<file path="src/rtl/rxw_pkg.sv">
// Shared types and the CRC step used by the receive frame buffer writer.
// Assumes byte-serial CRC accumulation, least significant bit first.
package rxw_pkg;

    typedef enum logic [3:0] {
        S_IDLE,
        S_DRAIN,
        S_ALLOC,
        S_HDR,
        S_DATA,
        S_PAD,
        S_CRC,
        S_TAIL0,
        S_TAIL1
    } rxw_state_t;

    localparam logic [31:0] CRC_POLY = 32'hEDB88320;
    localparam logic [31:0] CRC_INIT = 32'hFFFF_FFFF;

    // Advance a reflected CRC-32 register by one byte.
    function automatic logic [31:0] crc32_step(input logic [31:0] cur, input logic [7:0] din);
        logic [31:0] r;
        r = cur;
        for (int b = 0; b < 8; b++) begin
            if (r[0] ^ din[b]) r = (r >> 1) ^ CRC_POLY;
            else               r = r >> 1;
        end
        return r;
    endfunction

endpackage

</file>
<file path="src/rtl/rxw_sizer.sv">
// Stored-size and flag-word calculation for one frame.
// Assumes LEN_W is at least 15 so the size fits its two header bytes.
module rxw_sizer #(
    parameter int LEN_W      = 16,
    parameter int PAGE_BYTES = 2048,
    parameter int MIN_DATA   = 64,
    parameter int MAX_STD    = 1518
) (
    input  logic [LEN_W-1:0] len,
    input  logic             strip_crc,
    output logic [LEN_W:0]   stored_size,
    output logic [15:0]      status_word,
    output logic             too_big,
    output logic             is_short,
    output logic             is_odd
);
    localparam int OVERHEAD = 6;
    localparam int CRC_LEN  = 4;

    logic [LEN_W:0] base;

    // Base data length, padded size and the page-fit test.
    always_comb begin
        is_short = len < LEN_W'(MIN_DATA);
        is_odd   = len[0];
        base     = is_short ? (LEN_W+1)'(MIN_DATA) : {1'b0, len[LEN_W-1:1], 1'b0};
        stored_size = base + (LEN_W+1)'(OVERHEAD)
                    + (strip_crc ? '0 : (LEN_W+1)'(CRC_LEN));
        too_big  = stored_size > (LEN_W+1)'(PAGE_BYTES);
    end

    // Flag word: bit 12 odd length, bit 11 longer than the standard maximum.
    always_comb begin
        status_word     = '0;
        status_word[12] = is_odd;
        status_word[11] = len > LEN_W'(MAX_STD);
    end

endmodule

</file>
<file path="src/rtl/rxw_crc.sv">
// Byte-serial CRC-32 accumulator; the output is the inverted register.
// Assumes clear and en are not asserted together.
module rxw_crc
    import rxw_pkg::*;
(
    input  logic        clk,
    input  logic        rst_n,
    input  logic        clear,
    input  logic        en,
    input  logic [7:0]  din,
    output logic [31:0] crc_val
);
    logic [31:0] acc_q;

    // Preset on clear, fold in one byte on en.
    always_ff @(posedge clk) begin
        if (!rst_n)     acc_q <= CRC_INIT;
        else if (clear) acc_q <= CRC_INIT;
        else if (en)    acc_q <= crc32_step(acc_q, din);
    end

    assign crc_val = ~acc_q;

endmodule

</file>
<file path="src/rtl/rx_frame_writer.sv">
// Receive frame buffer writer: stores one streamed frame into a granted
// packet page in the order header, data, padding, CRC, trailer.
// Assumes in_len matches the number of bytes up to and including in_eof,
// and in_len is at least 1.
module rx_frame_writer
    import rxw_pkg::*;
#(
    parameter int PAGE_BYTES = 2048,
    parameter int NUM_PAGES  = 4,
    parameter int LEN_W      = 16,
    parameter int MIN_DATA   = 64,
    parameter int MAX_STD    = 1518,
    localparam int ADDR_W    = $clog2(PAGE_BYTES),
    localparam int PG_W      = (NUM_PAGES > 1) ? $clog2(NUM_PAGES) : 1
) (
    input  logic              clk,
    input  logic              rst_n,
    input  logic              rx_enable,
    input  logic              rx_soft_rst,
    input  logic              rx_strip_crc,
    input  logic              in_valid,
    output logic              in_ready,
    input  logic [7:0]        in_data,
    input  logic              in_sof,
    input  logic              in_eof,
    input  logic [LEN_W-1:0]  in_len,
    output logic              alloc_req,
    input  logic              alloc_resp,
    input  logic              alloc_ok,
    input  logic [PG_W-1:0]   alloc_page,
    output logic              ram_we,
    output logic [PG_W-1:0]   ram_page,
    output logic [ADDR_W-1:0] ram_addr,
    output logic [7:0]        ram_wdata,
    output logic              frame_done,
    output logic [PG_W-1:0]   done_page,
    output logic              frame_drop
);
    localparam int PAD_LAST = 4 + MIN_DATA - 1;

    rxw_state_t        state_q, state_d;
    logic [LEN_W-1:0]  len_q;
    logic              strip_q;
    logic [PG_W-1:0]   page_q;
    logic [ADDR_W-1:0] wptr_q;
    logic [7:0]        odd_q;
    logic [1:0]        crc_idx_q;

    logic [LEN_W-1:0]  sz_len;
    logic              sz_strip;
    logic [LEN_W:0]    stored_size;
    logic [15:0]       status_word;
    logic              too_big, is_short, is_odd, keep_odd;

    logic              crc_clear, crc_en;
    logic [7:0]        crc_din;
    logic [31:0]       crc_val, crc_sh;

    // Size the incoming frame while idle, the latched frame afterwards.
    assign sz_len   = (state_q == S_IDLE) ? in_len : len_q;
    assign sz_strip = (state_q == S_IDLE) ? rx_strip_crc : strip_q;

    rxw_sizer #(
        .LEN_W(LEN_W), .PAGE_BYTES(PAGE_BYTES), .MIN_DATA(MIN_DATA), .MAX_STD(MAX_STD)
    ) u_sizer (
        .len(sz_len), .strip_crc(sz_strip), .stored_size(stored_size),
        .status_word(status_word), .too_big(too_big), .is_short(is_short), .is_odd(is_odd)
    );

    rxw_crc u_crc (
        .clk(clk), .rst_n(rst_n), .clear(crc_clear), .en(crc_en),
        .din(crc_din), .crc_val(crc_val)
    );

    assign keep_odd  = is_odd && !is_short;
    assign crc_sh    = crc_val >> {crc_idx_q, 3'b000};
    assign ram_addr  = wptr_q;
    assign ram_page  = page_q;
    assign done_page = page_q;

    // Next state, stream handshake, write port and strobes.
    always_comb begin
        state_d    = state_q;
        in_ready   = 1'b0;
        alloc_req  = 1'b0;
        ram_we     = 1'b0;
        ram_wdata  = 8'h00;
        frame_done = 1'b0;
        frame_drop = 1'b0;
        crc_clear  = 1'b0;
        crc_en     = 1'b0;
        crc_din    = in_data;
        case (state_q)
            S_IDLE: begin
                in_ready = in_valid && !in_sof;
                if (in_valid && in_sof) begin
                    if (!rx_enable || rx_soft_rst || too_big) begin
                        frame_drop = 1'b1;
                        state_d    = S_DRAIN;
                    end else begin
                        state_d    = S_ALLOC;
                    end
                end
            end
            S_DRAIN: begin
                in_ready = 1'b1;
                if (in_valid && in_eof) state_d = S_IDLE;
            end
            S_ALLOC: begin
                alloc_req = 1'b1;
                if (alloc_resp) begin
                    if (alloc_ok) begin
                        crc_clear = 1'b1;
                        state_d   = S_HDR;
                    end else begin
                        frame_drop = 1'b1;
                        state_d    = S_DRAIN;
                    end
                end
            end
            S_HDR: begin
                ram_we = 1'b1;
                case (wptr_q[1:0])
                    2'd0:    ram_wdata = status_word[7:0];
                    2'd1:    ram_wdata = status_word[15:8];
                    2'd2:    ram_wdata = stored_size[7:0];
                    default: ram_wdata = stored_size[15:8];
                endcase
                if (wptr_q[1:0] == 2'd3) state_d = S_DATA;
            end
            S_DATA: begin
                in_ready = 1'b1;
                if (in_valid) begin
                    crc_en    = 1'b1;
                    ram_we    = !(in_eof && keep_odd);
                    ram_wdata = in_data;
                    if (in_eof)
                        state_d = is_short ? S_PAD : (strip_q ? S_TAIL0 : S_CRC);
                end
            end
            S_PAD: begin
                ram_we  = 1'b1;
                crc_en  = 1'b1;
                crc_din = 8'h00;
                if (wptr_q == ADDR_W'(PAD_LAST)) state_d = strip_q ? S_TAIL0 : S_CRC;
            end
            S_CRC: begin
                ram_we    = 1'b1;
                ram_wdata = crc_sh[7:0];
                if (crc_idx_q == 2'd3) state_d = S_TAIL0;
            end
            S_TAIL0: begin
                ram_we    = 1'b1;
                ram_wdata = keep_odd ? odd_q : 8'h00;
                state_d   = S_TAIL1;
            end
            S_TAIL1: begin
                ram_we     = 1'b1;
                ram_wdata  = keep_odd ? 8'h60 : 8'h40;
                frame_done = 1'b1;
                state_d    = S_IDLE;
            end
            default: state_d = S_IDLE;
        endcase
    end

    // State register.
    always_ff @(posedge clk) begin
        if (!rst_n) state_q <= S_IDLE;
        else        state_q <= state_d;
    end

    // Latch length and CRC mode when a frame's first byte is seen.
    always_ff @(posedge clk) begin
        if (!rst_n) begin
            len_q   <= '0;
            strip_q <= 1'b0;
        end else if (state_q == S_IDLE && in_valid && in_sof) begin
            len_q   <= in_len;
            strip_q <= rx_strip_crc;
        end
    end

    // Capture the granted page and advance the write pointer per write.
    always_ff @(posedge clk) begin
        if (!rst_n) begin
            page_q <= '0;
            wptr_q <= '0;
        end else if (state_q == S_ALLOC && alloc_resp && alloc_ok) begin
            page_q <= alloc_page;
            wptr_q <= '0;
        end else if (ram_we) begin
            wptr_q <= wptr_q + 1'b1;
        end
    end

    // Hold the final stream byte for the trailer and count CRC bytes.
    always_ff @(posedge clk) begin
        if (!rst_n) begin
            odd_q     <= 8'h00;
            crc_idx_q <= 2'd0;
        end else begin
            if (state_q == S_DATA && in_valid && in_eof) odd_q <= in_data;
            crc_idx_q <= (state_q == S_CRC) ? crc_idx_q + 2'd1 : 2'd0;
        end
    end

    // the stream is held while the page request is open.
    a_r10_stall_during_alloc: assert property (@(posedge clk) disable iff (!rst_n)
        alloc_req |-> !in_ready);

    // writes stay below the stored size of the frame.
    a_r10_write_in_page: assert property (@(posedge clk) disable iff (!rst_n)
        ram_we |-> ((LEN_W+1)'(ram_addr) < stored_size));

    // a frame never both completes and drops.
    a_r11_single_outcome: assert property (@(posedge clk) disable iff (!rst_n)
        !(frame_done && frame_drop));

    // completion marks the final write of the frame.
    a_r11_done_is_last: assert property (@(posedge clk) disable iff (!rst_n)
        frame_done |=> !ram_we);

    // a refused frame causes no request and no write afterwards.
    a_r1_drop_quiet: assert property (@(posedge clk) disable iff (!rst_n)
        frame_drop |=> (!ram_we && !alloc_req));

    // the closing byte is one of the two trailer markers.
    a_r7_tail_marker: assert property (@(posedge clk) disable iff (!rst_n)
        frame_done |-> (ram_wdata == 8'h40 || ram_wdata == 8'h60));

endmodule

</file>
<file path="config.mk">
export PLATFORM = sky130hd
export DESIGN_NAME = rx_frame_writer
export DESIGN_NICKNAME = d
export VERILOG_FILES = /design/src/rtl/rxw_pkg.sv /design/src/rtl/rxw_sizer.sv /design/src/rtl/rxw_crc.sv /design/src/rtl/rx_frame_writer.sv
export SDC_FILE = /design/constraint.sdc
export NUM_CORES = 1
export LEC_CHECK = 0
export ABC_AREA = 1
export BUFFER_PORTS_ARGS = -buffer_cell sky130_fd_sc_hd__buf_2
export CAP_MARGIN = 20
export CORE_ASPECT_RATIO = 0.75
export CORE_MARGIN = 2
export CORE_UTILIZATION = 59
export CTS_CLUSTER_DIAMETER = 40
export DETAILED_ROUTE_END_ITERATION = 6
export PLACE_DENSITY = 0.84
export RECOVER_POWER = 25
export SETUP_SLACK_MARGIN = 0.5
export SLEW_MARGIN = 0
export SYNTH_ARGS = -nofsm -noshare
export SYNTH_HDL_FRONTEND = slang
export SYNTH_SLANG_ARGS = --single-unit
</file>
<file path="constraint.sdc">
create_clock -name clk -period 3.8 [get_ports clk]
set_input_delay 0 -clock clk [delete_from_list [all_inputs] [get_ports clk]]
set_output_delay 0 -clock clk [all_outputs]
set_load 0.1 [all_outputs]
</file>
### Yosys cells after proc, flatten, opt, wreduce, memory -nomap -nowiden

Index checks and enable logic that the tools add are counted.

* $add $sub $neg: 4
* order comparisons: 3
* eq/ne operators: 21
* shift-type cells: 1
* muxes and demuxes: 67
* bitwise operators: 18
* reductions and logical operators: 25

Operators by type and width (number)
* $mux 32: 29
* $not 13->14: 8
* $pmux 8 s5: 1
* $mux 4: 9
* $mux 16: 2
* $not 32->32: 1
* $pmux 4 s8: 1
* $shr 32x5->8: 1
* $mux 8: 3
* $pmux 8 s3: 1
* $add 17x17->17: 1
* $add 17x3->17 const B: 1
* $gt 17x12->1 const B: 1
* $eq 4x3->1 const B: 4
* $gt 16x11->1 const B: 1
* $lt 16x7->1 const B: 1
* $ne 2x2->1 const B: 7
* $mux 1: 13
* $add 11x1->11 const B: 1
* $eq 11x7->1 const B: 1
* $logic_and 1x1->1: 11
* $eq 4x2->1 const B: 2
* $pmux 1 s2: 4
* $reduce_and 8->1: 1
* other kinds (18): 34

* register bits after elaboration: 76
* input port bits: 36
* output and inout bits: 28
* logic and storage cells: 147

### Depth between registers and ports, before layout

* depth after elaboration: 39
* depth in mapped cells: 29
* gate-level depth less buffers: 26

### Modules after synthesis

From an unflattened synthesis, not the netlist that was laid out.

* cells, all modules: 998
* area total of the unflattened synthesis: 6337.3 µm²

By module, submodules not included
* rx_frame_writer: instances 1, cells an instance 490, area an instance 3151.8 µm², seq. area each 880.8 µm²
* rxw_crc: instances 1, cells an instance 369, area an instance 2388.5 µm², seq. area each 640.6 µm²
* rxw_sizer: instances 1, cells an instance 139, area an instance 797.0 µm², seq. area each 0.0 µm²

### Worst setup path after synthesis

Ideal clock, no wire load.

* kind: register -> output
* from: register state_q[0]
* to: output port in_ready
* data arrival time: 4.423 ns
* data required time: 3.800 ns
* setup slack: -0.623 ns
* stages on the path, launching flop included: 7
* path buffers: 3
* cells stage by stage: dfxtp_1 buf_6 nor2_8 nand2_8 buf_8 buf_6 o311ai_0

* word-level cells in the longest chain between the ends: 3
* elaborated cells on any way between the ends: 5
* classes of those cells: eq/ne (2); mux (1); reduce/logical (2)

Ends and longest elaborated chain
* from (decl): line rx_frame_writer.sv:41 `rxw_state_t state_q, state_d;`
* from (signal assigned): line rx_frame_writer.sv:170 `else state_q <= state_d;`
* $eq 4x3->1 / $eq 4x1->1 (equally long branches): line rx_frame_writer.sv:93 `case (state_q)`
* $reduce_or 2->1 (no source line)
* $pmux 1 s2 (*): line rx_frame_writer.sv:93
* to (decl): line rx_frame_writer.sv:22 `output logic in_ready,`

Mark *: on every way between the ends. The rest lies on a longest branch, timed or not.

### Worst setup path after layout

* from: register state_q[0]
* to: output port frame_drop

* word-level cells in the longest chain between the ends: 11
* elaborated cells on any way between the ends: 14
* classes of those cells: add/sub (2); order compare (2); eq/ne (1); mux (7); reduce/logical (2)

Ends and longest elaborated chain
* $logic_not 4->1: line rx_frame_writer.sv:60, rx_frame_writer.sv:61, rx_frame_writer.sv:93
* $mux 16: line rx_frame_writer.sv:60 `assign sz_len = (state_q == S_IDLE) ? in_len : len_q;`
* $lt 16x7->1: line rxw_sizer.sv:24 `is_short = len < LEN_W'(MIN_DATA);`
* $mux 16: line rxw_sizer.sv:26 `base = is_short ? (LEN_W+1)'(MIN_DATA) : {1'b0, len[LEN_W-1:1], 1'b0};`
* $add 17x3->17: line rxw_sizer.sv:27 `stored_size = base + (LEN_W+1)'(OVERHEAD)`
* $add 17x17->17: line rxw_sizer.sv:28 `+ (strip_crc ? '0 : (LEN_W+1)'(CRC_LEN));`
* $gt 17x12->1: line rxw_sizer.sv:29 `too_big = stored_size > (LEN_W+1)'(PAGE_BYTES);`
* $logic_or 1x1->1: line rx_frame_writer.sv:97 `if (!rx_enable || rx_soft_rst || too_big) begin`
* $mux 1: line rx_frame_writer.sv:97
* $mux 1: line rx_frame_writer.sv:96 `if (in_valid && in_sof) begin`
* $pmux 1 s2 (*): line rx_frame_writer.sv:93
* to (decl): line rx_frame_writer.sv:37 `output logic frame_drop`

Marked as above.

==> results <==
- The number of nets in the final layout is 945.
- The fraction of synthesized cell area taken by the top area cell type is 27.89%.
- Across every metal layer, demand over resource in global routing totals 37.29%.
- The core utilization of the finished layout is 80.35%.
- The number of H-tree branching levels is 3.
- After global routing, the most crowded layer is met2.
- The commonest cells after synthesis are sky130_fd_sc_hd__nand2_1, sky130_fd_sc_hd__inv_1, sky130_fd_sc_hd__a21oi_1, sky130_fd_sc_hd__dfxtp_1, sky130_fd_sc_hd__o21ai_0.
- From bottom edge to top edge, the die measures 87.28 um.
- The antenna cell count is 0.
- The worst slew slack as a fraction of its limit is 18.18%.
- The number of max-cap violations is 0.
- The number of cells traversed by the worst register-to-register path is 28.
- The largest total area in the synthesized netlist belongs to sky130_fd_sc_hd__dfxtp_1.
- The element type at the critical path end is an output pin.
- The final clock skew is 6.778 ps.
- The number of buffers created by CTS is 9.
- The number of warnings issued by yosys is 0.
- The total grt overflow is 0.
- Dividing the final minimum period by the clock period gives 98.69%.
- The worst flop-to-flop path startpoint is state_q[0]$_SDFFE_PN0P_.
- In this run the register-to-register setup slack is 290 ps.
- The met1 usage in global routing is 50.76%.
- The run finished with clean final reports.
- The most common cell in the synthesized netlist is sky130_fd_sc_hd__nand2_1.
- In this run the power density over the cells is 361.9 nW/um2.
- In this run the worst setup path terminates at frame_drop.
- The library cell used as clock root buffer is sky130_fd_sc_hd__clkbuf_16.
- The worst setup path is of the reg2out kind.
- The synthesized netlist contains 62 unique library cells.
- Sorting the synthesized cells by area gives the leading types as sky130_fd_sc_hd__dfxtp_1, sky130_fd_sc_hd__nand2_1, sky130_fd_sc_hd__a21oi_1.
- Entering global routing, the biggest net connects 38 pins.
- The worst path in the final design needs a cycle of 3750 ps, including I/O delays and setup.
- Global routing used 9.534% of the available met3 tracks.
- The count of flip-flops with a built-in enable after synthesis is 0.
- The initialized floorplan defines 30 standard-cell rows.
- The DRC violation total after the first TritonRoute iteration is 702.
- The largest fanout of any net on the critical path is 6.
- The core region is 9009 um2.
- The kind of start point of the critical path is a register.
- The final cell count without fillers is 1018.
- The width of the die is 115.0 um.
- Setup repair after global routing could not meet its margin everywhere.
- The final hold violation count is 0.
- CTS saw 76 sinks.
- The number of top-level pins is 64.
- After clock tree synthesis, the clock-pin slew on the worst setup and hold paths is 60 ps.
- The clock tree from TritonCTS is done.
- The initial antenna violation count is 0.
- The number of failing setup endpoints in the final timing report is 0.
- The endpoint of the worst register-to-register path is state_q[0]$_SDFFE_PN0P_.
- The number of buffers inserted by port buffering is 63.
- The global placer's final weighted congestion is 0.9885.
- The clock insertion delay at the later pin of the skew report is 350 ps.
- The net count after synthesis is 820.
- Of all flip-flops after synthesis, the portion carrying an async set or reset was 0%.
- In this run the worst hold path is classified as in2reg.
- The main flop type after synthesis is sky130_fd_sc_hd__dfxtp_1.
- The floorplan step defined a die boundary enclosing 10040 um2.
- The number of max-slew violations in the final report is 0.
- The post-route netlist has 25.72% of its cells at a drive strength greater than 1.
- The maximum clock rate is 266.7 MHz.
- The area growth from synthesis to layout is 32.68%.
- The synthesized area per cell is 7.030 um2.
- Tracing the worst setup path back leads to its startpoint at state_q[0]$_SDFFE_PN0P_.
- The placed instances occupy a cell area of 5982 um2.
- In this run the deepest clock path goes through 2 buffers.
- After synthesis the netlist holds a flip-flop and latch count of 76.
- At the worst endpoint, the arrival time is 3750 ps.
- The register area share after synthesis is 27.89%.
- The critical path required time is 3800 ps.
- The standby leakage power is 3.157 nW.
- The initial core utilization is 60.56%.
- After technology mapping, the gate count stands at 776.
- The number of search-and-repair iterations in the first detailed-routing pass is 5.
- The total power consumption of the routed design is 0.002619 W.
- The routed wirelength normalized by instance count is 18.45 um.
- The number of vias per cell after detailed routing is 6.082.
- The worst-case IR drop observed on VDD is 405.1 uV.
- Once placement completed, the tool counted placed cells totaling 929.
- The area of all placed cells without fillers is 7238 um2.
- The via count of the first global-routing pass is 5882.
- The first global-routing pass estimated 28920 um of wire.
- Global routing consumed, on the met2 layer, 56.47% of the routing resources.
- The slew at the pin with the worst max-slew slack is 1227 ps.
- The number of vias after detailed routing is 6191.
- The number of DRC violations after detailed routing is 0.
- The count of antenna-violating nets left after detailed routing is 0.
- After synthesis the cells add up to 5455 um2.
- The placed wire-length estimate is 11960 um.
- Summed over all layers, the routed wires come to 18780 um.
power by group:
part	switching [W]	internal, W
Clock	0.000369	0.000547
Combinational	0.000539	0.000340
Sequential	0.00000993	0.000815
flip-flops by register name, summed over array words and instances, names as in the netlist:
name         count
crc_idx_q        2
strip_q          1
odd_q            8
u_crc.acc_q     32
done_page        2
ram_addr        11
len_q           16
state_q          4
worst min-delay path by stage:
stage                    start                     end  slack, ps  depth (start not counted)
floorplan            in_len[1]   len_q[1]$_SDFFE_PN0P_        130                          2
global placement     in_len[1]   len_q[1]$_SDFFE_PN0P_        250                          3
detailed placement   in_len[1]   len_q[1]$_SDFFE_PN0P_        250                          3
CTS                 in_len[13]  len_q[13]$_SDFFE_PN0P_          5                          3
global route        in_len[13]  len_q[13]$_SDFFE_PN0P_         30                          3
finish              in_len[13]  len_q[13]$_SDFFE_PN0P_         10                          3
placed cells by master (no fill, tap or decap), drive strengths merged, types with 7 or more instances in the layout:
cell and count:
inv 111, nand3b 8, nor2 58, o211ai 17, o21ai 78, nand2 149, buf 93, nand3 42
nor3 12, xnor2 15, ha 7, clkbuf 31, dfxtp 76, a21oi 77, xor2 50, dlygate4sd3 27
through the flow:
step / setup slack [ps] / setup TNS, ps / hold slack (ps)
finish: 49.82 / 0 / 10.89
global placement: 145.1 / 0 / 246.0
detailed placement: 25.69 / 0 / 251.8
floorplan: 511.0 / 0 / 134.9
global route: -52.13 / -52.13 / 33.46
CTS: 209.0 / 0 / 4.768
worst max-delay path, stage by stage, from the launching register on:
cell	delay (ps)
sky130_fd_sc_hd__dfxtp_4	370
sky130_fd_sc_hd__nor2_8	200
sky130_fd_sc_hd__buf_12	150
sky130_fd_sc_hd__nand2_8	90
sky130_fd_sc_hd__nand2_4	70
sky130_fd_sc_hd__nand2_2	60
sky130_fd_sc_hd__nand2_2	90
sky130_fd_sc_hd__nor2_4	50
sky130_fd_sc_hd__nand3_4	110
sky130_fd_sc_hd__nand2_4	60
sky130_fd_sc_hd__ha_4	270
sky130_fd_sc_hd__inv_2	30
sky130_fd_sc_hd__ha_4	150
sky130_fd_sc_hd__fa_2	380
sky130_fd_sc_hd__inv_4	100
sky130_fd_sc_hd__nor2_4	50
sky130_fd_sc_hd__nand3_1	60
sky130_fd_sc_hd__nand2_1	50
sky130_fd_sc_hd__nand2_1	120
sky130_fd_sc_hd__inv_1	70
sky130_fd_sc_hd__nor2_1	100
sky130_fd_sc_hd__nand2_1	70
sky130_fd_sc_hd__nor2_2	180
sky130_fd_sc_hd__nand2_2	110
sky130_fd_sc_hd__a32o_2	250
sky130_fd_sc_hd__buf_12	170
cells by family after synthesis:
kind of cell / after synthesis / share of synthesized area (%)
AND/OR/NAND/NOR: 285 / 25.48
AO/OA/AOI/OAI: 200 / 21.42
flip-flops: 76 / 27.89
adder cells (fa/ha/maj): 8 / 1.972
XOR/XNOR: 65 / 12.43
buffers and inverters: 142 / 10.80
timing repair:
item / 4_1_cts / 5_1_grt
buffers inserted: 35 / 9
endpoints found under the setup margin: 11 / 11
endpoints found under the hold margin: 25 / 0
gates cloned: 2 / 0
pin swaps: 26 / 13
gates resized for setup: 44 / 35
hold buffers: 27 / 0
per-layer routing:
metal	vias to the layer above	wire length, um	part of all wire (%)
met4	0	579	3.1
met2	412	8217	44
met5	-	0	0
met1	2891	7668	41
met3	70	2313	12
li1	2818	-	-
layout make-up:
class,count,area [um2]
well taps,112,140.1
multi-input cells,560,3687
flip-flops and latches,76,1531
inverters,114,440.4
clock inverters,5,57.56
clock buffers,11,252.7
fillers,604,1770
repair buffers,140,1129
Power figures use the tool's default switching activity.
